### config.mk
export PLATFORM = sky130hd
export DESIGN_NAME = evict_region_mgr
export DESIGN_NICKNAME = d
export VERILOG_FILES = /design/src/rtl/evict_mgr_pkg.sv /design/src/rtl/evict_slot_table.sv /design/src/rtl/evict_scan_ctrl.sv /design/src/rtl/evict_region_mgr.sv
export SDC_FILE = /design/constraint.sdc
export NUM_CORES = 1
export LEC_CHECK = 0
export BUFFER_PORTS_ARGS = -buffer_cell sky130_fd_sc_hd__buf_2
export CAP_MARGIN = 20
export CORE_MARGIN = 5
export CORE_UTILIZATION = 35
export CTS_CLUSTER_SIZE = 25
export DETAILED_ROUTE_END_ITERATION = 8
export PLACE_DENSITY_LB_ADDON = 0.15
export SYNTH_ARGS = -nofsm -noshare
export SYNTH_HDL_FRONTEND = slang
export SYNTH_SLANG_ARGS = --single-unit
### constraint.sdc
create_clock -name clk -period 19 [get_ports clk]
set_clock_uncertainty 0.2 [all_clocks]
set_input_delay 0.95 -clock clk [delete_from_list [all_inputs] [get_ports clk]]
set_output_delay 0.95 -clock clk [all_outputs]
set_load 0.01 [all_outputs]
### src/rtl/evict_mgr_pkg.sv
`timescale 1ns/1ps
package evict_mgr_pkg;
  localparam int SLOT_IDX_W = 8;

  typedef enum logic [1:0] {
    CMD_IDLE,
    CMD_TO_MRU,
    CMD_TO_LRU,
    CMD_FREE
  } slotOp_e;

  typedef struct packed {
    slotOp_e                 op;
    logic                    toEvict;
    logic [SLOT_IDX_W-1:0]   slot;
  } slotCmd_t;

  typedef enum logic {
    SCAN_OFF,
    SCAN_ON
  } scanState_e;
endpackage

### src/rtl/evict_slot_table.sv
`timescale 1ns/1ps
module evict_slot_table
  import evict_mgr_pkg::*;
#(
  parameter int NUM_SLOTS = 16,
  parameter int SLOT_W    = 4,
  parameter int CNT_W     = 5
) (
  input  logic                 clk,
  input  logic                 rst,
  input  slotCmd_t             cmd,
  input  logic [SLOT_W-1:0]    qAge,
  output logic [NUM_SLOTS-1:0] validMask,
  output logic [NUM_SLOTS-1:0] evictMask,
  output logic [CNT_W-1:0]     workCnt,
  output logic [CNT_W-1:0]     evictCnt,
  output logic [SLOT_W-1:0]    workLru,
  output logic [SLOT_W-1:0]    evictLru,
  output logic [SLOT_W-1:0]    qSlot,
  output logic                 qHit
);
  logic [NUM_SLOTS-1:0] validQ, regionQ, validD, regionD;
  logic [SLOT_W-1:0]    ageQ [NUM_SLOTS];
  logic [SLOT_W-1:0]    ageD [NUM_SLOTS];
  logic [SLOT_W-1:0]    cmdSlot;
  logic                 oldV, oldR;
  logic [SLOT_W-1:0]    oldA;
  logic [CNT_W-1:0]     lruPos;

  // occupancy and list tails
  always_comb begin
    workCnt  = '0;
    evictCnt = '0;
    for (int i = 0; i < NUM_SLOTS; i++) begin
      if (validQ[i]) begin
        if (regionQ[i]) evictCnt = evictCnt + CNT_W'(1);
        else            workCnt  = workCnt + CNT_W'(1);
      end
    end
  end

  always_comb begin
    workLru  = '0;
    evictLru = '0;
    qSlot    = '0;
    qHit     = 1'b0;
    for (int i = 0; i < NUM_SLOTS; i++) begin
      if (validQ[i] && !regionQ[i] && CNT_W'(ageQ[i]) == workCnt - CNT_W'(1))
        workLru = SLOT_W'(i);
      if (validQ[i] && regionQ[i] && CNT_W'(ageQ[i]) == evictCnt - CNT_W'(1))
        evictLru = SLOT_W'(i);
      if (validQ[i] && !regionQ[i] && ageQ[i] == qAge) begin
        qSlot = SLOT_W'(i);
        qHit  = 1'b1;
      end
    end
  end

  // next state for one placement command
  always_comb begin
    cmdSlot = cmd.slot[SLOT_W-1:0];
    oldV    = validQ[cmdSlot];
    oldR    = regionQ[cmdSlot];
    oldA    = ageQ[cmdSlot];
    lruPos  = (cmd.toEvict ? evictCnt : workCnt)
            - ((oldV && oldR == cmd.toEvict) ? CNT_W'(1) : CNT_W'(0));
    validD  = validQ;
    regionD = regionQ;
    ageD    = ageQ;
    if (cmd.op != CMD_IDLE) begin
      for (int j = 0; j < NUM_SLOTS; j++) begin
        if (SLOT_W'(j) != cmdSlot && validQ[j]) begin
          if (oldV && regionQ[j] == oldR && ageQ[j] > oldA)
            ageD[j] = ageD[j] - SLOT_W'(1);
          if (cmd.op == CMD_TO_MRU && regionQ[j] == cmd.toEvict)
            ageD[j] = ageD[j] + SLOT_W'(1);
        end
      end
    end
    case (cmd.op)
      CMD_TO_MRU: begin
        validD[cmdSlot]  = 1'b1;
        regionD[cmdSlot] = cmd.toEvict;
        ageD[cmdSlot]    = '0;
      end
      CMD_TO_LRU: begin
        validD[cmdSlot]  = 1'b1;
        regionD[cmdSlot] = cmd.toEvict;
        ageD[cmdSlot]    = SLOT_W'(lruPos);
      end
      CMD_FREE: begin
        validD[cmdSlot]  = 1'b0;
        regionD[cmdSlot] = 1'b0;
        ageD[cmdSlot]    = '0;
      end
      default: ;
    endcase
  end

  always_ff @(posedge clk) begin
    if (rst) begin
      validQ  <= '0;
      regionQ <= '0;
      for (int i = 0; i < NUM_SLOTS; i++) ageQ[i] <= '0;
    end else begin
      validQ  <= validD;
      regionQ <= regionD;
      ageQ    <= ageD;
    end
  end

  assign validMask = validQ;
  assign evictMask = regionQ;


  region_valid_chk: assert property (@(posedge clk) disable iff (rst)
    (evictMask & ~validMask) == '0);


  free_valid_chk: assert property (@(posedge clk) disable iff (rst)
    (cmd.op == CMD_FREE) |-> validQ[cmd.slot[SLOT_W-1:0]]);
endmodule

### src/rtl/evict_scan_ctrl.sv
`timescale 1ns/1ps
module evict_scan_ctrl
  import evict_mgr_pkg::*;
#(
  parameter int NUM_SLOTS  = 16,
  parameter int SLOT_W     = 4,
  parameter int CNT_W      = 5,
  parameter int PAGE_W     = 7,
  parameter int PAGE_LIMIT = 64,
  parameter int COST_W     = 32,
  parameter int COST_FRAC  = 32,
  parameter int NMIN       = 1,
  parameter int TSCAN      = 1
) (
  input  logic                 clk,
  input  logic                 rst,
  input  logic                 accValid,
  input  logic [SLOT_W-1:0]    accSlot,
  input  logic                 accHit,
  input  logic [PAGE_W-1:0]    accPages,
  input  logic [COST_W-1:0]    accCost,
  input  logic                 evictReq,
  input  logic                 dynMode,
  output logic                 costReq,
  output logic [SLOT_W-1:0]    costSlot,
  input  logic                 costValid,
  input  logic [COST_W-1:0]    costValue,
  output logic                 victimValid,
  output logic [SLOT_W-1:0]    victimSlot,
  output logic [COST_W-1:0]    threshold,
  output slotCmd_t             cmd,
  output logic [SLOT_W-1:0]    qAge,
  input  logic [NUM_SLOTS-1:0] validMask,
  input  logic [NUM_SLOTS-1:0] evictMask,
  input  logic [CNT_W-1:0]     workCnt,
  input  logic [CNT_W-1:0]     evictCnt,
  input  logic [SLOT_W-1:0]    workLru,
  input  logic [SLOT_W-1:0]    evictLru,
  input  logic [SLOT_W-1:0]    qSlot,
  input  logic                 qHit
);
  localparam logic [COST_W-1:0] STEP =
    COST_W'(((64'd1 << COST_FRAC) + 64'd500000) / 64'd1000000);
  localparam logic [COST_W-1:0] THR_MAX = '1;

  scanState_e         scanQ, scanD;
  logic [CNT_W-1:0]   skipQ, skipD, movedQ, movedD;
  logic [COST_W-1:0]  thrQ, thrD;
  logic               trigQ, vicValidQ;
  logic [SLOT_W-1:0]  vicSlotQ, victimPick;
  logic               targetOk, finish, fullScan, anyCached;

  always_comb begin
    cmd        = '{op: CMD_IDLE, toEvict: 1'b0, slot: '0};
    scanD      = scanQ;
    skipD      = skipQ;
    movedD     = movedQ;
    thrD       = thrQ;
    finish     = 1'b0;
    fullScan   = 1'b0;
    anyCached  = (evictCnt != '0) || (workCnt != '0);
    victimPick = (evictCnt != '0) ? evictLru : workLru;
    qAge       = SLOT_W'(workCnt - skipQ - CNT_W'(1));
    targetOk   = (skipQ < workCnt) && qHit;
    costReq    = (scanQ == SCAN_ON) && targetOk;
    costSlot   = qSlot;

    if (accValid) begin
      scanD    = SCAN_OFF;
      cmd.slot = SLOT_IDX_W'(accSlot);
      cmd.op   = CMD_TO_MRU;
      if (accPages == PAGE_W'(PAGE_LIMIT)) begin
        cmd.op      = CMD_TO_LRU;
        cmd.toEvict = 1'b1;
      end else if (accHit && validMask[accSlot] && evictMask[accSlot]) begin
        cmd.toEvict = (accCost <= thrQ);
      end
    end else if (evictReq) begin
      scanD = SCAN_OFF;
      if (anyCached) begin
        cmd.op   = CMD_FREE;
        cmd.slot = SLOT_IDX_W'(victimPick);
      end
    end else if (scanQ == SCAN_OFF) begin
      if (trigQ && evictCnt <= CNT_W'(NMIN)) begin
        scanD  = SCAN_ON;
        skipD  = '0;
        movedD = '0;
      end
    end else if (!targetOk) begin
      finish = 1'b1;
    end else if (costValid) begin
      if (costValue <= thrQ) begin
        cmd.op      = CMD_TO_MRU;
        cmd.toEvict = 1'b1;
        cmd.slot    = SLOT_IDX_W'(qSlot);
        movedD      = movedQ + CNT_W'(1);
        if (movedQ + CNT_W'(1) >= CNT_W'(TSCAN)) begin
          finish   = 1'b1;
          fullScan = 1'b1;
        end
      end else begin
        skipD = skipQ + CNT_W'(1);
      end
    end

    if (finish) begin
      scanD = SCAN_OFF;
      if (dynMode) begin
        if (fullScan)
          thrD = (thrQ < (STEP << 1)) ? STEP : thrQ - STEP;
        else if (movedQ == '0)
          thrD = (thrQ > THR_MAX - STEP) ? THR_MAX : thrQ + STEP;
      end
    end
  end

  always_ff @(posedge clk) begin
    if (rst) begin
      scanQ     <= SCAN_OFF;
      skipQ     <= '0;
      movedQ    <= '0;
      thrQ      <= STEP;
      trigQ     <= 1'b0;
      vicValidQ <= 1'b0;
      vicSlotQ  <= '0;
    end else begin
      scanQ     <= scanD;
      skipQ     <= skipD;
      movedQ    <= movedD;
      thrQ      <= thrD;
      trigQ     <= accValid;
      vicValidQ <= !accValid && evictReq && anyCached;
      vicSlotQ  <= victimPick;
    end
  end

  assign victimValid = vicValidQ;
  assign victimSlot  = vicSlotQ;
  assign threshold   = thrQ;


  thr_range_chk: assert property (@(posedge clk) disable iff (rst)
    thrQ >= STEP);


  thr_static_chk: assert property (@(posedge clk) disable iff (rst)
    !$past(dynMode) |-> $stable(thrQ));


  req_hold_chk: assert property (@(posedge clk) disable iff (rst)
    (costReq && !costValid && !accValid && !evictReq) |=> (costReq && $stable(costSlot)));


  victim_freed_chk: assert property (@(posedge clk) disable iff (rst)
    victimValid |-> !validMask[victimSlot]);


  scan_limit_chk: assert property (@(posedge clk) disable iff (rst)
    movedQ <= CNT_W'(TSCAN));


  pagefull_chk: assert property (@(posedge clk) disable iff (rst)
    (accValid && accPages == PAGE_W'(PAGE_LIMIT)) |=> evictMask[$past(accSlot)]);
endmodule

### src/rtl/evict_region_mgr.sv
`timescale 1ns/1ps
module evict_region_mgr
  import evict_mgr_pkg::*;
#(
  parameter int NUM_SLOTS  = 16,
  parameter int PAGE_LIMIT = 64,
  parameter int COST_W     = 32,
  parameter int COST_FRAC  = 32,
  parameter int NMIN       = 1,
  parameter int TSCAN      = ((NUM_SLOTS * 5 + 99) / 100 < 1) ? 1 : (NUM_SLOTS * 5 + 99) / 100,
  localparam int SLOT_W    = $clog2(NUM_SLOTS),
  localparam int CNT_W     = $clog2(NUM_SLOTS + 1),
  localparam int PAGE_W    = $clog2(PAGE_LIMIT + 1)
) (
  input  logic                 clk,
  input  logic                 rst,
  input  logic                 accValid,
  input  logic [SLOT_W-1:0]    accSlot,
  input  logic                 accHit,
  input  logic [PAGE_W-1:0]    accPages,
  input  logic [COST_W-1:0]    accCost,
  input  logic                 evictReq,
  input  logic                 dynMode,
  output logic                 costReq,
  output logic [SLOT_W-1:0]    costSlot,
  input  logic                 costValid,
  input  logic [COST_W-1:0]    costValue,
  output logic                 victimValid,
  output logic [SLOT_W-1:0]    victimSlot,
  output logic [COST_W-1:0]    threshold,
  output logic [NUM_SLOTS-1:0] slotValid,
  output logic [NUM_SLOTS-1:0] slotInEvict
);
  slotCmd_t          cmd;
  logic [SLOT_W-1:0] qAge, qSlot, workLru, evictLru;
  logic              qHit;
  logic [CNT_W-1:0]  workCnt, evictCnt;

  evict_scan_ctrl #(
    .NUM_SLOTS(NUM_SLOTS), .SLOT_W(SLOT_W), .CNT_W(CNT_W), .PAGE_W(PAGE_W),
    .PAGE_LIMIT(PAGE_LIMIT), .COST_W(COST_W), .COST_FRAC(COST_FRAC),
    .NMIN(NMIN), .TSCAN(TSCAN)
  ) i_ctrl (
    .clk(clk), .rst(rst),
    .accValid(accValid), .accSlot(accSlot), .accHit(accHit),
    .accPages(accPages), .accCost(accCost),
    .evictReq(evictReq), .dynMode(dynMode),
    .costReq(costReq), .costSlot(costSlot),
    .costValid(costValid), .costValue(costValue),
    .victimValid(victimValid), .victimSlot(victimSlot), .threshold(threshold),
    .cmd(cmd), .qAge(qAge),
    .validMask(slotValid), .evictMask(slotInEvict),
    .workCnt(workCnt), .evictCnt(evictCnt),
    .workLru(workLru), .evictLru(evictLru),
    .qSlot(qSlot), .qHit(qHit)
  );

  evict_slot_table #(
    .NUM_SLOTS(NUM_SLOTS), .SLOT_W(SLOT_W), .CNT_W(CNT_W)
  ) i_table (
    .clk(clk), .rst(rst), .cmd(cmd), .qAge(qAge),
    .validMask(slotValid), .evictMask(slotInEvict),
    .workCnt(workCnt), .evictCnt(evictCnt),
    .workLru(workLru), .evictLru(evictLru),
    .qSlot(qSlot), .qHit(qHit)
  );
endmodule

**Yosys cells after proc, flatten, opt, wreduce, memory -nomap -nowiden**

Index checks and enable logic that the tools add are counted.

- $add $sub $neg: 71
- $lt $le $gt $ge: 28
- Equality and inequality tests: 102
- Multiplexer cells: 268
- Bitwise logic cells: 9
- Reduce and logical (&&, ||, !) cells: 183

Operator list:

| kind | count |
|---|---|
| 4-bit two-way mux | 110 |
| 5-bit two-way mux | 71 |
| 5-bit by 1-bit adder with 5-bit output, second input constant | 32 |
| 1-bit logical AND | 151 |
| 4-bit by 5-bit equality test with 1-bit output | 30 |
| 32-bit two-way mux | 4 |
| 64-bit case mux with 2 select lines | 1 |
| 4-bit by 1-bit subtractor with 4-bit output, second input constant | 17 |
| 4-bit by 1-bit adder with 4-bit output, second input constant | 16 |
| 64-bit AND | 1 |
| 64-bit bitwise mux | 1 |
| 4-bit equality test | 16 |
| 4-bit > comparator | 16 |
| 32-bit less-or-equal comparator | 2 |
| 64-bit two-way mux | 1 |
| 64-bit NOT | 1 |
| 16-bit case mux with 2 select lines | 2 |
| 11-bit two-way mux | 4 |
| 1-bit two-way mux | 43 |
| 3-bit two-way mux | 12 |
| 1-bit equality test | 33 |
| 32-bit by 13-bit adder with 32-bit output, second input constant | 1 |
| 16-bit AND | 2 |
| 32-bit > comparator, second input constant | 1 |
| 41 further kinds | 93 |

- Register bits after elaboration: 145
- Output and inout bits: 74
- Logic and storage cells: 686

**Depth between registers and ports, before layout**

- Depth in word-level cells: 87
- Depth in mapped cells: 90
- Depth with buffers taken out: 85

**Hierarchy**

A second synthesis with hierarchy kept.

- Cells, all modules: 3053
- Area total of the unflattened synthesis: 22524.1 um2

Modules (own cells, without submodules):

| module | instances | cells each | area an instance (um2) | seq. area each (um2) |
|---|---|---|---|---|
| evict_slot_table | 1 | 2290 | 17032.6 | 1921.8 |
| evict_scan_ctrl | 1 | 763 | 5491.5 | 980.9 |

**Worst setup path after synthesis**

OpenSTA, ideal clock, no wires.

- Path type: reg-to-reg
- Start point: register i_table.regionQ[1] (netlist: i_table.evictMask[1])
- End point: register i_table.ageQ[58] (netlist name)
- Library setup time: 0.078 ns
- Data arrival time: 16.542 ns
- Slack: 2.180 ns
- Stages on the path, launching flop included: 78
- Period minus slack after synthesis: 16.820 ns
- Cell sequence: dfxtp_1 > clkbuf_1 > inv_1 > ha_1 > nand2_1 > nand2_2 > ha_1 > nand3b_1 > a21boi_1 > inv_1 > ha_1 > and3b_1 > nor2_1 > nand2_1 > a21oi_1 > nor3_1 > ha_1 > xnor2_1 > [42 not listed] > buf_6 > clkbuf_1 > buf_1 > nor2_1 > o311ai_0 > o21ai_0 > o21ai_0 > ha_1 > a41oi_1 > nand3_1 > nor3_1 > mux2i_1 > ha_1 > and3_1 > o41ai_1 > a21oi_1 > mux2_2 > nor3_1

- Cells in the longest elaborated chain, start to end: 84
- Elaborated cells between the ends (all ways): 311
- Those cells by class: add/sub (34); order compare (4); eq/ne (53); mux (155); bitwise (3); reduce/logical (62)

RTL lines:

| element | RTL line | text |
|---|---|---|
| start, declared | evict_slot_table.sv:22 | `logic [NUM_SLOTS-1:0] validQ, regionQ, validD, regionD;` |
| start signal, assigned | evict_slot_table.sv:107 | `regionQ <= regionD;` |
| 5-bit two-way mux | evict_slot_table.sv:36 | `if (regionQ[i]) evictCnt = evictCnt + CNT_W'(1);` |
| 5-bit two-way mux | evict_slot_table.sv:35 | `if (validQ[i]) begin` |
| 5-bit by 1-bit adder with 5-bit output | evict_slot_table.sv:37 | `else workCnt = workCnt + CNT_W'(1);` |
| 5-bit two-way mux | evict_slot_table.sv:36 |  |
| 5-bit two-way mux | evict_slot_table.sv:35 |  |
| 5-bit by 1-bit adder with 5-bit output | evict_slot_table.sv:37 |  |
| 5-bit two-way mux | evict_slot_table.sv:36 |  |
| 5-bit two-way mux | evict_slot_table.sv:35 |  |
| [68 not listed] | - |  |
| 4-bit two-way mux | evict_slot_table.sv:72 | `if (SLOT_W'(j) != cmdSlot && validQ[j]) begin` |
| 4-bit two-way mux | evict_slot_table.sv:70 | `if (cmd.op != CMD_IDLE) begin` |
| 4-bit by 1-bit adder with 4-bit output | evict_slot_table.sv:76 | `ageD[j] = ageD[j] + SLOT_W'(1);` |
| 4-bit two-way mux | evict_slot_table.sv:75 | `if (cmd.op == CMD_TO_MRU && regionQ[j] == cmd.toEvict)` |
| 4-bit two-way mux | evict_slot_table.sv:72 |  |
| 64-bit two-way mux | evict_slot_table.sv:70 |  |
| 64-bit AND (no source line) or 64-bit bitwise mux (tied branches) | - |  |
| 64-bit case mux with 2 select lines (*) | evict_slot_table.sv:80 | `case (cmd.op)` |
| end signal, assigned | evict_slot_table.sv:108 | `ageQ <= ageD;` |
| end, declared | evict_slot_table.sv:23 | `logic [SLOT_W-1:0] ageQ [NUM_SLOTS];` |

Every way passes the cells marked *; elsewhere a longest branch is shown, timed or not. The select of a mux whose other input is x is not followed.
A chain may end at the register's enable or synchronous reset.

==> impl_results.md <==
- Post-route ant nets: 0
- Commonest cells post-synth: nand2_1, nor2_1, xnor2_1
- Cell Area, Synth: 23870 µm²
- Port bufs: 155
- Hold-fix buffers, CTS: 0
- WL per Instance: 26.05 µm
- ANT cells: 0
- Layout fillers: 6992
- Via count of the first global-routing pass: 24720
- Sequential share of the synthesized area: 0.1216
- Dominant cell type by area after synthesis: dfxtp_1
- Skew-Pair Late Insertion Delay: 510 ps
- Worst slew pin tran: 1088 ps
- Vias/cell: 6.194
- Layout cell share with drive strength beyond 1: 0.1183
- Initial core utilization: 0.3542
- Area grow syn2layout: 10.49%
- Total grt overflow: 0
- Critical path's top delay family: simple AND/OR/NAND/NOR gates
- Crit Path Max Fanout: 18
- Die X: 271.2 µm
- CTS sink count: 145
- Most common flop cell mapped by yosys: dfxtp_1
- Post-Place Worst Slack: 520.5 ps
- Startpoint class of the critical path: register
- CP max-delay cell: o21a_1
- CP peak stage delay: 800 ps
- Status: finished clean
- Post-detail-place hpwl: 84540 µm
- Pleak: 0.01041 µW
- Total number of vias: 26090
- DRT Wirelength: 109700 µm
- CTS Buf Count: 17
- Site Rows: 95
- Cell with the most instances on the worst path: ha_1
- Max_cap viols: 0
- Seq. cell area: 2904 µm²
- Arr. time, crit path: 18230 ps
- Final period utilization: 0.9506
- GRT Total Usage: 0.2834
- Yosys warning total: 0
- Die height: 271.2 µm
- Setup CP Type: register to register
- Ports: 156
- Placer Congestion: 1.058
- Area occupied by multi-input gates: 19760 µm²
- Antenna violations before repair: 3
- Top-area cell type share of the netlist area: 0.1216
- Top-count cell post-synth: nand2_1
- VDD IR max: 85.83 µV
- Synthesized area per cell: 7.274 µm²
- Largest net degree at the start of global routing: 61
- Die area: 73530 µm²
- Hold WC Path Type: register to register
- Final-stage net count: 3617
- Pwr Density: 65.49 nW/µm²
- Detailed-route DRC error count: 0
- DRT Pass-1 Iters: 6
- Area contributors post-synth: dfxtp_1, ha_1, xnor2_1
- Reg clk slew, reported paths: 70 ps
- Yosys reg bits: 145
- Clock Tree Root: clkbuf_16
- WP buf/inv: 3
- Core area: 67400 µm²
- Setup violators final: 0
- Number of library cell types mapped by synthesis: 104
- 1st-iter DRT viols: 2927
- Synthesized instance count: 3282
- Worst Path Required: 19170 ps
- Final worst slack: 939.3 ps
- H-tree Lvls: 4
- Synth async-reset ratio: 0
- Slew Limit Headroom: 0.2729
- Core Util, Final: 0.3914
- Post-synth EDFFs: 0
- Pins Over Slew Limit: 0
- Critical path capture point type: register
- CTS tree: done
- Hold Violations, Final: 0
- Post-Syn Nets: 3572
- FMAX: 55.37 MHz
- Min cycle time layout: 18060 ps
- Clk buf depth: 2
- First-pass GRT wire length: 160500 µm
[path summary, 6_finish.rpt]
kind | start | to | slack (ps) | depth (start not counted)
max | register | i_table.ageQ[26] | 940 | 79
min | i_ctrl.movedQ[1] | i_ctrl.movedQ[1] | 340 | 2
max reg2reg | register | i_table.ageQ[26] | 940 | 79
min reg2reg | i_ctrl.movedQ[1] | i_ctrl.movedQ[1] | 340 | 2
[layout by cell type (no fill, tap or decap), types with 47 or more instances in the layout]
cell,netlist,routed
xnor2_1,268,266
a21oi_1,192,190
dfxtp_1,145,144
nand2b_1,54,54
and3_1,55,55
mux2i_1,79,79
o21ai_0,173,171
a211oi_1,49,47
buf_2,17,154
nor2_1,283,281
nor2b_1,52,52
nor3_1,114,112
nand2_1,343,343
nand3_1,148,147
buf_4,6,95
xor2_1,75,73
ha_1,207,206
inv_1,124,124
[final cells by class]
cell class | instances | share of cell area
well taps | 873 | 0.04141
clock buffers | 18 | 0.01627
multi-input cells | 2782 | 0.7491
repair buffers | 252 | 0.05801
inverters | 129 | 0.01836
clock inverters | 13 | 0.006783
flip-flops and latches | 145 | 0.1101
[cells by family (layout without fill, tap and decap cells)]
group,Yosys count,count (layout),share of synthesized area
xor gates and xnor gates,390,390,0.1710
AOI/OAI and AO/OA,778,778,0.2184
and+or+nand+nor,1302,1303,0.2741
DFF,145,145,0.1216
adders and majority gates,209,209,0.1097
muxes,102,102,0.04633
buffers and inverters,356,412,0.05880
[routing by layer]
metal	vias to the layer above	wire length [µm]	GRT usage
met2	1228	49470	0.4606
met1	12650	45840	0.3656
li1	11990	-	-
met3	221	9152	0.05519
met5	-	14	0
met4	2	5270	0.1258
[timing repair]
action                     4_1_cts  5_1_grt
buffers inserted                 0        5
setup endpoints to repair        0       64
hold endpoints to repair         0        0
gates resized for setup          0       11
[metrics by stage]
stage	std cells	TNS [ps]	hold WS (ps)	area, µm²	total power (µW)
floorplan	3282	0	276.3	23870	1027
global placement	4171	0	300.9	25630	1305
detailed placement	4173	0	329.7	25640	1316
CTS	4204	0	339.9	26250	1699
global route	4212	-293.5	359.8	26380	1809
finish	4212	0	336.4	26380	1728
[power by group]
group | internal [µW] | total (µW) | switching [µW]
clock | 208 | 378 | 170
combinational | 394 | 1010 | 618
sequential | 312 | 338 | 25.2
[worst register-to-register path, delay by kind of cell, from the launching register on]
family                   cells  cell delay [ps]
adder cells (fa/ha/maj)     12             3610
AO/OA/AOI/OAI               22             4900
AND/OR/NAND/NOR             31             5210
XOR/XNOR                     8             1830
flip-flops                   1              520
multiplexers                 3              880
buffers and inverters        3              830
(Power assumes the default switching activity.)
